`src/rtl/shg_pkg.sv`:
```
package shg_pkg;
  localparam int unsigned PIN_CNT  = 3;
  localparam int unsigned PIN_CS   = 0;
  localparam int unsigned PIN_SCK  = 1;
  localparam int unsigned PIN_HOLD = 2;
  // idle levels: deselected, clock low, not paused
  localparam logic [PIN_CNT-1:0] PIN_IDLE = 3'b101;
endpackage

```
`src/rtl/shg_sync.sv`:
```
module shg_sync #(
  parameter int unsigned STAGES = 2,
  parameter int unsigned WIDTH  = 3,
  parameter logic [WIDTH-1:0] RST_VAL = '0
) (
  input  logic             clk_i,
  input  logic             rst_ni,
  input  logic [WIDTH-1:0] d_i,
  output logic [WIDTH-1:0] q_o
);
  for (genvar b = 0; b < WIDTH; b++) begin : g_bit
    logic [STAGES-1:0] chain_q;
    always_ff @(posedge clk_i or negedge rst_ni) begin
      if (!rst_ni) chain_q <= {STAGES{RST_VAL[b]}};
      else         chain_q <= {chain_q[STAGES-2:0], d_i[b]};
    end
    assign q_o[b] = chain_q[STAGES-1];
  end
endmodule

```
`src/rtl/shg_edge.sv`:
```
module shg_edge #(
  parameter logic RST_VAL = 1'b0
) (
  input  logic clk_i,
  input  logic rst_ni,
  input  logic lvl_i,
  output logic rise_o,
  output logic fall_o
);
  logic prev_q;
  always_ff @(posedge clk_i or negedge rst_ni) begin
    if (!rst_ni) prev_q <= RST_VAL;
    else         prev_q <= lvl_i;
  end
  assign rise_o = lvl_i & ~prev_q;
  assign fall_o = ~lvl_i & prev_q;
endmodule

```
`src/rtl/shg_pause.sv`:
```
module shg_pause (
  input  logic clk_i,
  input  logic rst_ni,
  input  logic cs_n_i,
  input  logic sck_i,
  input  logic hold_n_i,
  input  logic rise_i,
  input  logic fall_i,
  output logic rise_o,
  output logic fall_o,
  output logic paused_o
);
  logic paused_q, paused_d;

  // state may only move while the clock is low; a falling edge lands here too
  always_comb begin
    if (cs_n_i)     paused_d = 1'b0;
    else if (sck_i) paused_d = paused_q;
    else            paused_d = ~hold_n_i;
  end

  always_ff @(posedge clk_i or negedge rst_ni) begin
    if (!rst_ni) paused_q <= 1'b0;
    else         paused_q <= paused_d;
  end

  // strobes gated by the post-edge state
  assign rise_o   = rise_i & ~cs_n_i & ~paused_d;
  assign fall_o   = fall_i & ~cs_n_i & ~paused_d;
  assign paused_o = paused_q;
endmodule

```
`src/rtl/spi_hold_gate.sv`:
```
module spi_hold_gate #(
  parameter int unsigned STAGES = 2
) (
  input  logic clk_i,
  input  logic rst_ni,
  input  logic cs_ni,
  input  logic sck_i,
  input  logic hold_ni,
  input  logic eng_so_en_i,
  output logic sck_rise_o,
  output logic sck_fall_o,
  output logic so_en_o
);
  import shg_pkg::*;

  logic [PIN_CNT-1:0] raw_pins, syn_pins;
  logic s_cs_n, s_sck, s_hold_n;
  logic sck_rise, sck_fall;
  logic paused_q;

  always_comb begin
    raw_pins           = '0;
    raw_pins[PIN_CS]   = cs_ni;
    raw_pins[PIN_SCK]  = sck_i;
    raw_pins[PIN_HOLD] = hold_ni;
  end

  shg_sync #(.STAGES(STAGES), .WIDTH(PIN_CNT), .RST_VAL(PIN_IDLE)) u_sync (
    .clk_i, .rst_ni, .d_i(raw_pins), .q_o(syn_pins)
  );

  assign s_cs_n   = syn_pins[PIN_CS];
  assign s_sck    = syn_pins[PIN_SCK];
  assign s_hold_n = syn_pins[PIN_HOLD];

  shg_edge #(.RST_VAL(PIN_IDLE[PIN_SCK])) u_edge (
    .clk_i, .rst_ni, .lvl_i(s_sck), .rise_o(sck_rise), .fall_o(sck_fall)
  );

  shg_pause u_pause (
    .clk_i, .rst_ni,
    .cs_n_i(s_cs_n), .sck_i(s_sck), .hold_n_i(s_hold_n),
    .rise_i(sck_rise), .fall_i(sck_fall),
    .rise_o(sck_rise_o), .fall_o(sck_fall_o), .paused_o(paused_q)
  );

  // driver follows the pause pin directly, not the deferred state
  assign so_en_o = eng_so_en_i & ~s_cs_n & s_hold_n;
endmodule

```
`config.mk`:
```
export PLATFORM = sky130hd
export DESIGN_NAME = spi_hold_gate
export DESIGN_NICKNAME = d
export VERILOG_FILES = /design/src/rtl/shg_pkg.sv /design/src/rtl/shg_sync.sv /design/src/rtl/shg_edge.sv /design/src/rtl/shg_pause.sv /design/src/rtl/spi_hold_gate.sv
export SDC_FILE = /design/constraint.sdc
export NUM_CORES = 1
export LEC_CHECK = 0
export CAP_MARGIN = 5
export CELL_PAD_IN_SITES_DETAIL_PLACEMENT = 1
export CELL_PAD_IN_SITES_GLOBAL_PLACEMENT = 1
export CORE_AREA = 4 4 41 43
export DETAILED_ROUTE_END_ITERATION = 8
export DIE_AREA = 0 0 45 47
export PLACE_DENSITY_LB_ADDON = 0.12
export SLEW_MARGIN = 20
export SYNTH_ARGS = -nofsm -noshare
export SYNTH_HDL_FRONTEND = slang
export SYNTH_SLANG_ARGS = --single-unit
```
`constraint.sdc`:
```
create_clock -name clk_i -period 2.85 [get_ports clk_i]
set_clock_uncertainty 0.15 [all_clocks]
set_input_delay 0.57 -clock clk_i [delete_from_list [all_inputs] [get_ports clk_i]]
set_output_delay 0.57 -clock clk_i [all_outputs]
set_load 0.02 [all_outputs]
```
==> impl_metrics.toml <==
[grt]
grt_pass1_wl_um = 779
track_usage_pct = 6.06
gr-total-overflow = 0
grt_max_degree = 9
antenna_found_initial = 0
grt_pass1_vias = 188

[synthesis]
syn_inst = 14
ys_types = 8
synth_seq_area_share_pct = 77.7
synth_area_um2 = 264
synth-seq-cells = 8
avgSynthCellArea_um2 = 18.9
yosys_warnings = 0
synth_nets = 20

[floorplan]
die-area_mm2 = 0.00212
core-area_mm2 = 0.00130
die_w_um = 45
start_util_pct = 20.3
std_cell_rows = 13
ios = 9
die-height_um = 47

[pwr]
switchingPower_uw = 44.4
total_power_uw = 226
p_clk_share_pct = 36.5
peakVddDrop_v = 0.000176
internal_power_uw = 182
p_per_area_mw_per_mm2 = 587
pwr-share-seq_pct = 55.5
power_switching_share_pct = 19.6
leakagePower_uw = 0.000159
pwr-share-comb_pct = 8.0

[sta]
finalCritPeriodShare_pct = 87.4
grt_setup_unrepaired = "no"
fin_crit_ns = 2.49
fmax_mhz = 401
final-setup-viol-count = 0
maxSlewViolCount = 0
slew-limit-headroom_pct = 77.4
tightest_slew_ns = 0.339
setup_tns_ns = 0
hold_violations = 0

[placement]
dp.cells = 37
globalplace.congestion = 0.593
port_buffers = 8

[status]
outcome = "finished clean"

[cts]
post_cts_resized = 0
cts_tree = "done"
cts.clk_slew.worst_paths_ns = 0.05
cts.sinks = 8
clockBufferDepth = 2
holdBufCountCts = 0
post_cts_buffers = 0
cts-root-buf = "clkbuf_4"
clk_latency_ns = 0.25
htree_levels = 1
cts_buffers = 3

[worst_setup_path]
worst_path_max_delay_cell = "clkdlybuf4s50_1"
cp-end-kind = "output pin"
crit_fanout = 1
startpoint_type = "input port"
criticalPathCategory = "input port to output pin"
path_common_cell = "clkdlybuf4s50_1"
slowest_delay_ns = 0.60
cp_cell_sequence = "clkdlybuf4s50_1 -> and3b_1 -> clkdlybuf4s50_1"
r2r-start = "u_sync.g_bit[2].chain_q[1]"
crit_required_ns = 2.13
critPathLaunch = "eng_so_en_i"
crit_arrival_ns = 1.77

[route]
vias = 154
viasPerCell = 3.85
drc = 0
wl_per_cell_um = 9.63
routed_wl_um = 385
drtPass1Iterations = 1
drtAntennaViolNets = 0
drtIter0Drc = 0

[min_path]
hold_class = "flip-flop to flip-flop"
hp-start = "u_sync.g_bit[1].chain_q[0]"

[layout]
layout-drive-gt1-share_pct = 40.0
area_growth_pct = 46.0
layout.nets = 33
final_cells = 40
diodes = 0
fill_cells = 153

[run]
cap_violations = 0
## layout by cell type (no fill, tap or decap)
cell type / n
clkdlybuf4s50_1: 8
nor3b_2: 1
nor2b_4: 1
dfrtp_1: 4
clkbuf_4: 3
and3b_1: 1
and4bb_2: 1
nor2b_1: 1
dfstp_2: 4
nor3_1: 1
## logic make-up after synthesis
group	synth area share, %
simple gates	22.3
flops	77.7
## registers in the layout, summed over array words and instances, names as in the netlist
| name | cells |
|---|---|
| u_pause.paused_o | 1 |
| u_edge.prev_q | 1 |
| u_sync.g_bit.chain_q | 6 |
## metrics by stage
stage               utilization, %  area, um^2  worst slack (ns)  hold WS [ns]
detailed placement            27.9         363             0.360         0.190
finish                        29.6         385             0.358         0.199
floorplan                        -         264              1.31         0.124
CTS                           29.6         385             0.354         0.202
global route                  29.6         385             0.310         0.211
global placement              27.9         363             0.374         0.186
## Yosys cell counts (all sizes together)
library cell	instances	area [um^2]
dfrtp	4	100
dfstp	4	105
nor2b	2	20.0
and3b	1	8.76
and4bb	1	12.5
nor3	1	5.00
nor3b	1	12.5
## critical path, delay by kind of cell
kind	cells	cell delay (ns)
buffers and inverters	2	1.05
and+or+nand+nor	1	0.15
## power by group through the flow
stage	clock network (uW)	registers (uW)	logic, uW
after floorplan	0	127	6.60
after global placement	0	127	18.4
after detailed placement	0	128	18.5
after CTS	89.5	126	18.6
after global routing	97.0	127	19.9
final	82.6	126	18.1
## layout make-up
| class | instances | area (um^2) | area share (%) |
|---|---|---|---|
| Sequential cell | 8 | 205 | 53.2 |
| Multi-Input combinational cell | 6 | 58.8 | 15.3 |
| Timing Repair Buffer | 8 | 80.1 | 20.8 |
| Tap cell | 15 | 18.8 | 4.87 |
| Clock buffer | 3 | 22.5 | 5.84 |
## final timing paths
path / depth (start not counted) / slack, ns / end
min in group asynchronous: 1 / 0.44 / u_sync.g_bit[1].chain_q[0]
setup reg to reg: 2 / 1.89 / u_pause.paused_o
hold / removal: 0 / 0.20 / u_sync.g_bit[1].chain_q[1]
max in group asynchronous: 1 / 1.81 / u_sync.g_bit[2].chain_q[0]
setup / recovery: 3 / 0.36 / so_en_o
hold reg to reg: 0 / 0.20 / u_sync.g_bit[1].chain_q[1]
## layer usage
layer	GRT usage (%)	wire length, um	vias to the layer above
li1	-	-	69
met2	7.34	185	8
met4	8.77	0	0
met1	5.84	151	77
met5	0	0	-
met3	3.83	47	0
Power figures use the tool's default switching activity.
